==> src/rtl/can_sof_pkg.sv <==
package can_sof_pkg;

    localparam int PRESC_W_DEF = 8;
    localparam int PROP_W_DEF  = 7;
    localparam int PH1_W_DEF   = 6;

    typedef enum logic [0:0] {
        ST_IDLE = 1'b0,
        ST_RECV = 1'b1
    } sof_state_e;

    // Width of 1 + prop + ph1 for the given field widths.
    function automatic int seg_sum_w(input int pw, input int hw);
        return ((pw > hw) ? pw : hw) + 2;
    endfunction

endpackage

==> src/rtl/can_sof_sync.sv <==
module can_sof_sync #(
    parameter int       STAGES    = 2,
    parameter logic     RESET_VAL = 1'b1
) (
    input  logic clk,
    input  logic rst,
    input  logic d_async,
    output logic q_sync
);
    logic [STAGES-1:0] chain;

    always_ff @(posedge clk) begin
        if (rst) begin
            chain <= {STAGES{RESET_VAL}};
        end else begin
            chain <= {chain[STAGES-2:0], d_async};
        end
    end

    assign q_sync = chain[STAGES-1];
endmodule

==> src/rtl/can_sof_timing.sv <==
module can_sof_timing
    import can_sof_pkg::*;
#(
    parameter int PRESC_W = PRESC_W_DEF,
    parameter int PROP_W  = PROP_W_DEF,
    parameter int PH1_W   = PH1_W_DEF,
    localparam int SUM_W  = seg_sum_w(PROP_W, PH1_W),
    localparam int THR_W  = PRESC_W + SUM_W
) (
    input  logic               clk,
    input  logic               rst,
    input  logic               cap_en,
    input  logic [PRESC_W-1:0] presc,
    input  logic [PROP_W-1:0]  prop_seg,
    input  logic [PH1_W-1:0]   ph1_seg,
    output logic [THR_W-1:0]   thr
);
    logic [PRESC_W-1:0] eff_presc;
    logic [SUM_W-1:0]   seg_quanta;
    logic [THR_W-1:0]   thr_next;
    logic [THR_W-1:0]   thr_q;

    always_comb begin
        eff_presc  = (presc == '0) ? PRESC_W'(1) : presc;
        seg_quanta = SUM_W'(1) + SUM_W'(prop_seg) + SUM_W'(ph1_seg);
        thr_next   = THR_W'(eff_presc) * THR_W'(seg_quanta);
    end

    always_ff @(posedge clk) begin
        if (rst) begin
            thr_q <= '1;
        end else if (cap_en) begin
            thr_q <= thr_next;
        end
    end

    assign thr = thr_q;

    // threshold frozen whenever capture is not enabled
    p_frozen_r7: assert property (@(posedge clk) disable iff (rst)
        !cap_en |=> $stable(thr_q));

    // threshold never collapses to zero, even with a zero prescaler
    p_thr_nonzero_r9: assert property (@(posedge clk) disable iff (rst)
        thr_q != '0);
endmodule

==> src/rtl/can_sof_detect.sv <==
module can_sof_detect
    import can_sof_pkg::*;
#(
    parameter int THR_W = 16
) (
    input  logic             clk,
    input  logic             rst,
    input  logic             rx_s,
    input  logic             rearm,
    input  logic [THR_W-1:0] thr,
    output logic             cap_en,
    output logic             bus_idle,
    output logic             receiver,
    output logic             sof_pulse
);
    sof_state_e       state;
    logic [THR_W-1:0] cnt;
    logic             sof_q;
    logic             hit;

    assign hit = (cnt == thr - THR_W'(1));

    always_ff @(posedge clk) begin
        if (rst) begin
            state <= ST_IDLE;
            cnt   <= '0;
            sof_q <= 1'b0;
        end else begin
            sof_q <= 1'b0;
            case (state)
                ST_IDLE: begin
                    if (!rx_s) begin
                        if (hit) begin
                            state <= ST_RECV;
                            sof_q <= 1'b1;
                            cnt   <= '0;
                        end else begin
                            cnt <= cnt + THR_W'(1);
                        end
                    end else begin
                        cnt <= '0;
                    end
                end
                ST_RECV: begin
                    cnt <= '0;
                    if (rearm) begin
                        state <= ST_IDLE;
                    end
                end
                default: begin
                    state <= ST_IDLE;
                    cnt   <= '0;
                end
            endcase
        end
    end

    assign cap_en    = (state == ST_IDLE) && rx_s;
    assign bus_idle  = (state == ST_IDLE);
    assign receiver  = (state == ST_RECV);
    assign sof_pulse = sof_q;

    // start-of-frame indication lasts one cycle only
    p_sof_single_r5: assert property (@(posedge clk) disable iff (rst)
        sof_q |=> !sof_q);

    // acceptance only follows a dominant synchronised sample
    p_sof_after_low_r2: assert property (@(posedge clk) disable iff (rst)
        $rose(sof_q) |-> $past(!rx_s));

    // receiver role persists until re-armed
    p_hold_r6: assert property (@(posedge clk) disable iff (rst)
        (receiver && !rearm) |=> receiver);

    // recessive sample while idle clears the count
    p_clear_r4: assert property (@(posedge clk) disable iff (rst)
        (bus_idle && rx_s) |=> (cnt == '0));

    // idle count stays below the captured threshold
    p_below_thr_r3: assert property (@(posedge clk) disable iff (rst)
        bus_idle |-> (cnt < thr));
endmodule

==> src/rtl/can_sof_filter.sv <==
module can_sof_filter
    import can_sof_pkg::*;
#(
    parameter int PRESC_W = PRESC_W_DEF,
    parameter int PROP_W  = PROP_W_DEF,
    parameter int PH1_W   = PH1_W_DEF,
    localparam int SUM_W  = seg_sum_w(PROP_W, PH1_W),
    localparam int THR_W  = PRESC_W + SUM_W
) (
    input  logic               clk,
    input  logic               rst,
    input  logic               rx_in,
    input  logic [PRESC_W-1:0] presc,
    input  logic [PROP_W-1:0]  prop_seg,
    input  logic [PH1_W-1:0]   ph1_seg,
    input  logic               rearm,
    output logic               bus_idle,
    output logic               receiver,
    output logic               sof_pulse
);
    logic             rx_s;
    logic             cap_en;
    logic [THR_W-1:0] thr;

    can_sof_sync #(
        .STAGES    (2),
        .RESET_VAL (1'b1)
    ) u_sync (
        .clk     (clk),
        .rst     (rst),
        .d_async (rx_in),
        .q_sync  (rx_s)
    );

    can_sof_timing #(
        .PRESC_W (PRESC_W),
        .PROP_W  (PROP_W),
        .PH1_W   (PH1_W)
    ) u_timing (
        .clk      (clk),
        .rst      (rst),
        .cap_en   (cap_en),
        .presc    (presc),
        .prop_seg (prop_seg),
        .ph1_seg  (ph1_seg),
        .thr      (thr)
    );

    can_sof_detect #(
        .THR_W (THR_W)
    ) u_detect (
        .clk       (clk),
        .rst       (rst),
        .rx_s      (rx_s),
        .rearm     (rearm),
        .thr       (thr),
        .cap_en    (cap_en),
        .bus_idle  (bus_idle),
        .receiver  (receiver),
        .sof_pulse (sof_pulse)
    );
endmodule

==> config.mk <==
export PLATFORM = sky130hd
export DESIGN_NAME = can_sof_filter
export DESIGN_NICKNAME = d
export VERILOG_FILES = /design/src/rtl/can_sof_pkg.sv /design/src/rtl/can_sof_sync.sv /design/src/rtl/can_sof_timing.sv /design/src/rtl/can_sof_detect.sv /design/src/rtl/can_sof_filter.sv
export SDC_FILE = /design/constraint.sdc
export NUM_CORES = 1
export LEC_CHECK = 0
export BUFFER_PORTS_ARGS = -buffer_cell sky130_fd_sc_hd__buf_4
export CORE_MARGIN = 4
export CORE_UTILIZATION = 23
export DETAILED_ROUTE_END_ITERATION = 8
export PLACE_DENSITY_LB_ADDON = 0.1
export SYNTH_ARGS = -nofsm -noshare
export SYNTH_HDL_FRONTEND = slang
export SYNTH_HIERARCHICAL = 1
export SYNTH_SLANG_ARGS = --single-unit
==> constraint.sdc <==
create_clock -name clk -period 6.8 [get_ports clk]
set_input_delay 1.02 -clock clk [delete_from_list [all_inputs] [get_ports clk]]
set_output_delay 1.02 -clock clk [all_outputs]
set_load 0.005 [all_outputs]
After elaboration in Yosys (flattened, before gate mapping)
Index checks and enable logic that the tools add are counted.
Widths: inputs -> output; s select.

word-level totals
  register bits = 38
  output and inout port bits = 3
  input port bits = 25

operators by class
  $mul = 1
  eq/ne operators = 1
  add/subtract/negate cells = 4
  muxes and demuxes = 8
  bitwise operators = 1
  reductions and logical operators = 3

operators by type and width
  cell                   number
  $mux 17                2
  $pmux 17 s2            1
  $add 17x1->17 const B  1
  $eq 17x17->1           1
  $mul 8x9->17           1
  $sub 17x1->17 const B  1
  $add 9x6->9            1
  $add 1x7->8 const A    1
  $logic_not 8->1        1
  $mux 8                 1
  $mux 1                 3
  $pmux 1 s2             1
  $reduce_or 2->1        1
  $logic_and 1x1->1      1
  $not 1->1              1

Depth between registers and ports, before layout
  word-level depth = 5
  gate-level depth with buffers = 21

Modules after synthesis
The synthesis kept the hierarchy.

modules (own cells, without submodules)
  module          area each (um^2)  seq. area each (um^2)  times used  cells each
  can_sof_timing  3194.3            340.3                  1           361
  can_sof_detect  1617.8            380.4                  1           200
  can_sof_sync    52.6              40.0                   1           4

Least setup slack after synthesis
OpenSTA, ideal clock, no wires.

  path kind = input to register
  start = input prop_seg[0]
  end = register u_timing.thr_q[12], in the netlist u_timing/thr[12]
  slack = 783 ps
  required time = 6678 ps
  arrival time = 5895 ps
  setup time = 122 ps
  buffers on the path = 0
  cell stages on the path = 21
  path through = inv_1 > ha_1 > fa_1 > nor2b_1 > o21a_1 > nor3_1 > nor2_1 > nand2_1 > fa_1 > fa_1 > inv_1 > fa_1 > inv_1 > fa_1 > inv_1 > ha_1 > a21o_1 > a31oi_4 > a21oi_2 > or3_1 > a311o_1

between the ends
  longest elaborated chain between the ends = 3

ends and longest elaborated chain
  item                    RTL line              RTL
  start: declaration      can_sof_filter.sv:14  input logic [PROP_W-1:0] prop_seg,
  $add 1x7->8             can_sof_timing.sv:25  seg_quanta = SUM_W'(1) + SUM_W'(prop_seg) + SUM_W'(ph1_seg);
  $add 9x6->9             can_sof_timing.sv:25
  $mul 8x9->17            can_sof_timing.sv:26  thr_next = THR_W'(eff_presc) * THR_W'(seg_quanta);
  end signal: assignment  can_sof_timing.sv:33  thr_q <= thr_next;
  end: declaration        can_sof_timing.sv:21  logic [THR_W-1:0] thr_q;

No other way between the ends.
A chain may end at the register's enable or synchronous reset.

Final worst setup path
Same ends and word-level chain as after synthesis.

==> metrics.md <==
| Metric | Value |
|---|---|
| Status | `complete, no violations` |
| Max-Cap Viols | `0` |
| CTS max path bufs | `2` |
| Die area | `roughly 24000 um^2` |
| Min Tclk post-route | `roughly 6.3 ns` |
| Metal1 wirelength | `about 6400 um` |
| Final hold violations | `0` |
| CP startpoint kind | `input port` |
| F_max | `about 0.16 GHz` |
| Static Leak | `approximately 0.0024 uW` |
| Drt wl/cell | `between 10 and 15 um` |
| Post-CTS Hold Buffers | `0` |
| DRT Pass-1 Iters | `4` |
| Layout Utilization | `26.7%` |
| Switching Share | `approximately 47%` |
| Mapped Area | `about 4900 um^2` |
| Area occupied by multi-input gates | `3780 um^2` |
| Dominant cells by area after synthesis | `dfxtp_1, fa_1, ha_1` |
| Synthesized instance count | `approximately 570` |
| Crit. Startpoint | `prop_seg[0]` |
| Antenna cell count | `0` |
| Pwr/cell area | `306 nW/um^2` |
| Clock root cell | `clkbuf_16` |
| Grt total ovfl | `0` |
| Chip width | `153 um` |
| Seq/Total Area, Yosys | `between 10% and 20%` |
| Via Count | `4030` |
| Ys flop type | `dfxtp_1` |
| Crit path kind | `in2reg` |
| Chip height | `153 um` |
| Combinational share of power | `67.5%` |
| Setup-failing EPs final | `0` |
| Max Used Layer | `met4` |
| First-pass GRT wire length | `21400 um` |
| Synth warn | `6` |
| Critical Path, Cell by Cell | `buf_4, inv_1, ha_1, fa_1, nor2b_1, o21a_1, nor3_1, nor2_1, nand2_1, fa_1, fa_1, inv_1, fa_1, inv_1, fa_1, inv_1, ha_1, a21o_1, a31oi_4, a21oi_2, or3_1, a311o_1` |
| Final Skew | `0.00241 ns` |
| Largest net degree at the start of global routing | `26` |
| Clock Sinks | `38` |
| Crit path max-delay cell type | `fa_1` |
| Syn Nets | `676` |
| Routability cong. | `0.782` |
| Non-Filler Instances | `about 850` |
| Buf/Inv on CP | `5` |
| Nets | `695` |
| Clock Pin Slew Worst Setup and Hold Paths | `~0.060 ns` |
| Worst slew margin | `between 40% and 50%` |
| Post-route DRC | `0` |
| Worst reg2reg path depth | `8` |
| Mean Syn Cell Area | `around 8.6 um^2` |
| Post-placement cell count | `between 800 and 900` |
| Layout area overhead | `12.4%` |
| Dominant cell type by count on the critical path | `fa_1` |
| Total wire length | `between 10000 and 15000 um` |
| Met3 WL | `about 320 um` |
| Final TNS setup | `0 ns` |
| Vias in the first global route | `~4200` |
| Initial Util | `a little under a quarter` |
| Reg2reg end | `u_detect/cnt[4]` |
| CP endpoint | `u_timing/thr[12]` |
| Vias/cell | `~4.7` |
| Initial antenna violation count | `0` |
| Port Buffers | `27` |
| Fraction of registers with async set/reset | `0%` |
| Filler cells | `2223` |
| Share of layout cells above drive strength 1 | `10.8%` |
| R2R setup slack | `slightly above 3 ns` |
| Synth top area share | `roughly 16%` |
| Worst Hold Class | `reg2reg` |
| H-tree depth | `2` |
| Post-synth EDFFs | `0` |
| FP Rows | `52` |
| Crit. path cell count | `22` |
| RSZ-0062 raised after global routing | `no` |
| Met2 routed WL | `5750 um` |
| Core outline area | `between 20000 and 25000 um^2` |
| FF/Latch Area | `approximately 760 um^2` |
| Number of gates resized after CTS | `0` |
| CP top delay family | `adder cells` |
| Clk_lat worst skew | `between 0.2 and 0.3 ns` |
| CTS Buf Count | `5` |
| Yosys top cell by area | `dfxtp_1` |
| Postcts setup bufs | `0` |
| Pins Over Slew Limit | `0` |
| CP required | `about 7 ns` |
| Iter 0 DRT Violations | `248` |
| # IOs | `28` |
| Slew @ Worst Pin | `0.897 ns` |
| Unique masters post-synth | `68` |
| Psw | `around 800 uW` |
| Final period util | `between 90% and 100%` |
| DRT antenna net count | `0` |
| Crit-path max cell delay | `0.53 ns` |
| TritonCTS clock tree | `done` |
| GRT Overall Usage | `between 10 and 15%` |
| CP endpoint kind | `flop` |
| FF+latch count, synth | `38` |
| Clock power frac | `roughly an eighth` |
| Setup WS post-layout | `~0.52 ns` |
| Worst-path fanout max | `7` |
| Worst EP arrival | `6.45 ns` |
| Dpl hpwl | `just over 10000 um` |
| Sequential Power Share | `around a fifth` |
| VDD IR max | `149 uV` |
| Internal | `between 800 and 900 uW` |
| Dpl ws | `0.249 ns` |
| Worst r2r src | `u_timing/thr[0]` |
==> how the worst min path moves through the flow <==
stage,start,endpoint,cells after the start
after floorplan,u_sync/chain[0],u_sync/chain[1],1
after global placement,u_sync/chain[0],u_sync/chain[1],1
after detailed placement,u_sync/chain[0],u_sync/chain[1],1
after CTS,u_sync/chain[0],u_sync/chain[1],1
after global routing,u_sync/chain[0],u_sync/chain[1],1
final,u_sync/chain[0],u_sync/chain[1],1
==> power groups by stage <==
stage	Clock, uW	Combinational [uW]	Sequential, uW
2_1_floorplan	0	911	301
3_3_place_gp	0	1150	328
3_5_place_dp	0	1150	330
4_1_cts	229	1150	325
5_1_grt	237	1320	332
6_report	221	1130	323
==> flip-flops by register name, indices dropped and copies added (netlist names) <==
signal              count
u_detect/sof_pulse      1
u_timing/thr           17
u_detect/receiver       1
u_detect/cnt           17
u_sync/chain            2
==> per-stage QoR <==
| stage | area [um^2] | total power, uW | hold WS, ns |
|---|---|---|---|
| finish | 5470 | 1670 | 0.417 |
| global route | 5470 | 1890 | 0.443 |
| CTS | 5470 | 1710 | 0.424 |
| detailed placement | 5340 | 1480 | 0.410 |
| global placement | 5340 | 1480 | 0.414 |
| floorplan | 4860 | 1210 | 0.383 |
==> layout by cell type (no fill, tap or decap), types with 6 or more instances in the layout <==
| cell type | synthesis | layout |
|---|---|---|
| dfxtp_1 | 38 | 38 |
| fa_1 | 37 | 37 |
| and2_1 | 24 | 24 |
| o211ai_1 | 6 | 6 |
| nor3_1 | 26 | 26 |
| xor2_1 | 18 | 18 |
| nand2_1 | 30 | 30 |
| o211a_1 | 6 | 6 |
| buf_4 | 0 | 32 |
| or3_1 | 11 | 11 |
| xnor2_1 | 21 | 21 |
| a211o_1 | 7 | 7 |
| nand2b_1 | 7 | 7 |
| and3_1 | 10 | 10 |
| nand4_1 | 6 | 6 |
| nor3_2 | 8 | 8 |
| a21oi_1 | 23 | 23 |
| o21a_1 | 10 | 10 |
| ha_1 | 49 | 49 |
| o21ai_0 | 11 | 11 |
| nor2_1 | 24 | 24 |
| nor2b_1 | 26 | 26 |
| inv_1 | 58 | 58 |
| a21o_1 | 7 | 7 |
| nand3_1 | 12 | 12 |
| nor4_1 | 10 | 10 |
==> Yosys cell counts (all sizes together), types with 14 or more instances <==
cell,count
nand2,30
dfxtp,38
inv,58
and2,24
nor3,35
a21oi,24
xnor2,21
xor2,18
fa,37
nor2b,26
ha,49
nor2,24
clkbuf,14
==> kinds of logic after synthesis <==
logic type	count (synthesis)	share of synthesized area, %
AND/OR/NAND/NOR	218	26.3
AO/OA/AOI/OAI	105	16.4
adder cells (fa/ha/maj)	86	27.8
buffers and inverters	78	6.66
XOR/XNOR	39	7.02
flip-flops	38	15.6
multiplexers	1	0.206
==> routing by layer <==
metal | up-vias | GRT usage (%)
li1 | 2022 | -
met1 | 1966 | 16.3
met2 | 40 | 16.9
met3 | 2 | 1.30
met4 | 0 | 1.43
met5 | - | 0
==> final cells by class <==
cell class / count / share of cell area, %
sequential: 38 / 13.9
tap: 270 / 6.18
multi-input combinational: 449 / 69.1
timing repair buffer: 32 / 4.39
inverter: 58 / 3.98
clock buffer: 7 / 2.43
==> worst register-to-register path, stage by stage, from the launching register on <==
cell and delay [ns]:
dfxtp_1 0.38, inv_1 0.09, ha_1 0.21, or3b_1 0.58, or4_1 0.47, a31o_2 0.25, a2111oi_1 0.59, and4bb_1 0.86
nor3_1 0.12
(Power assumes the default switching activity.)
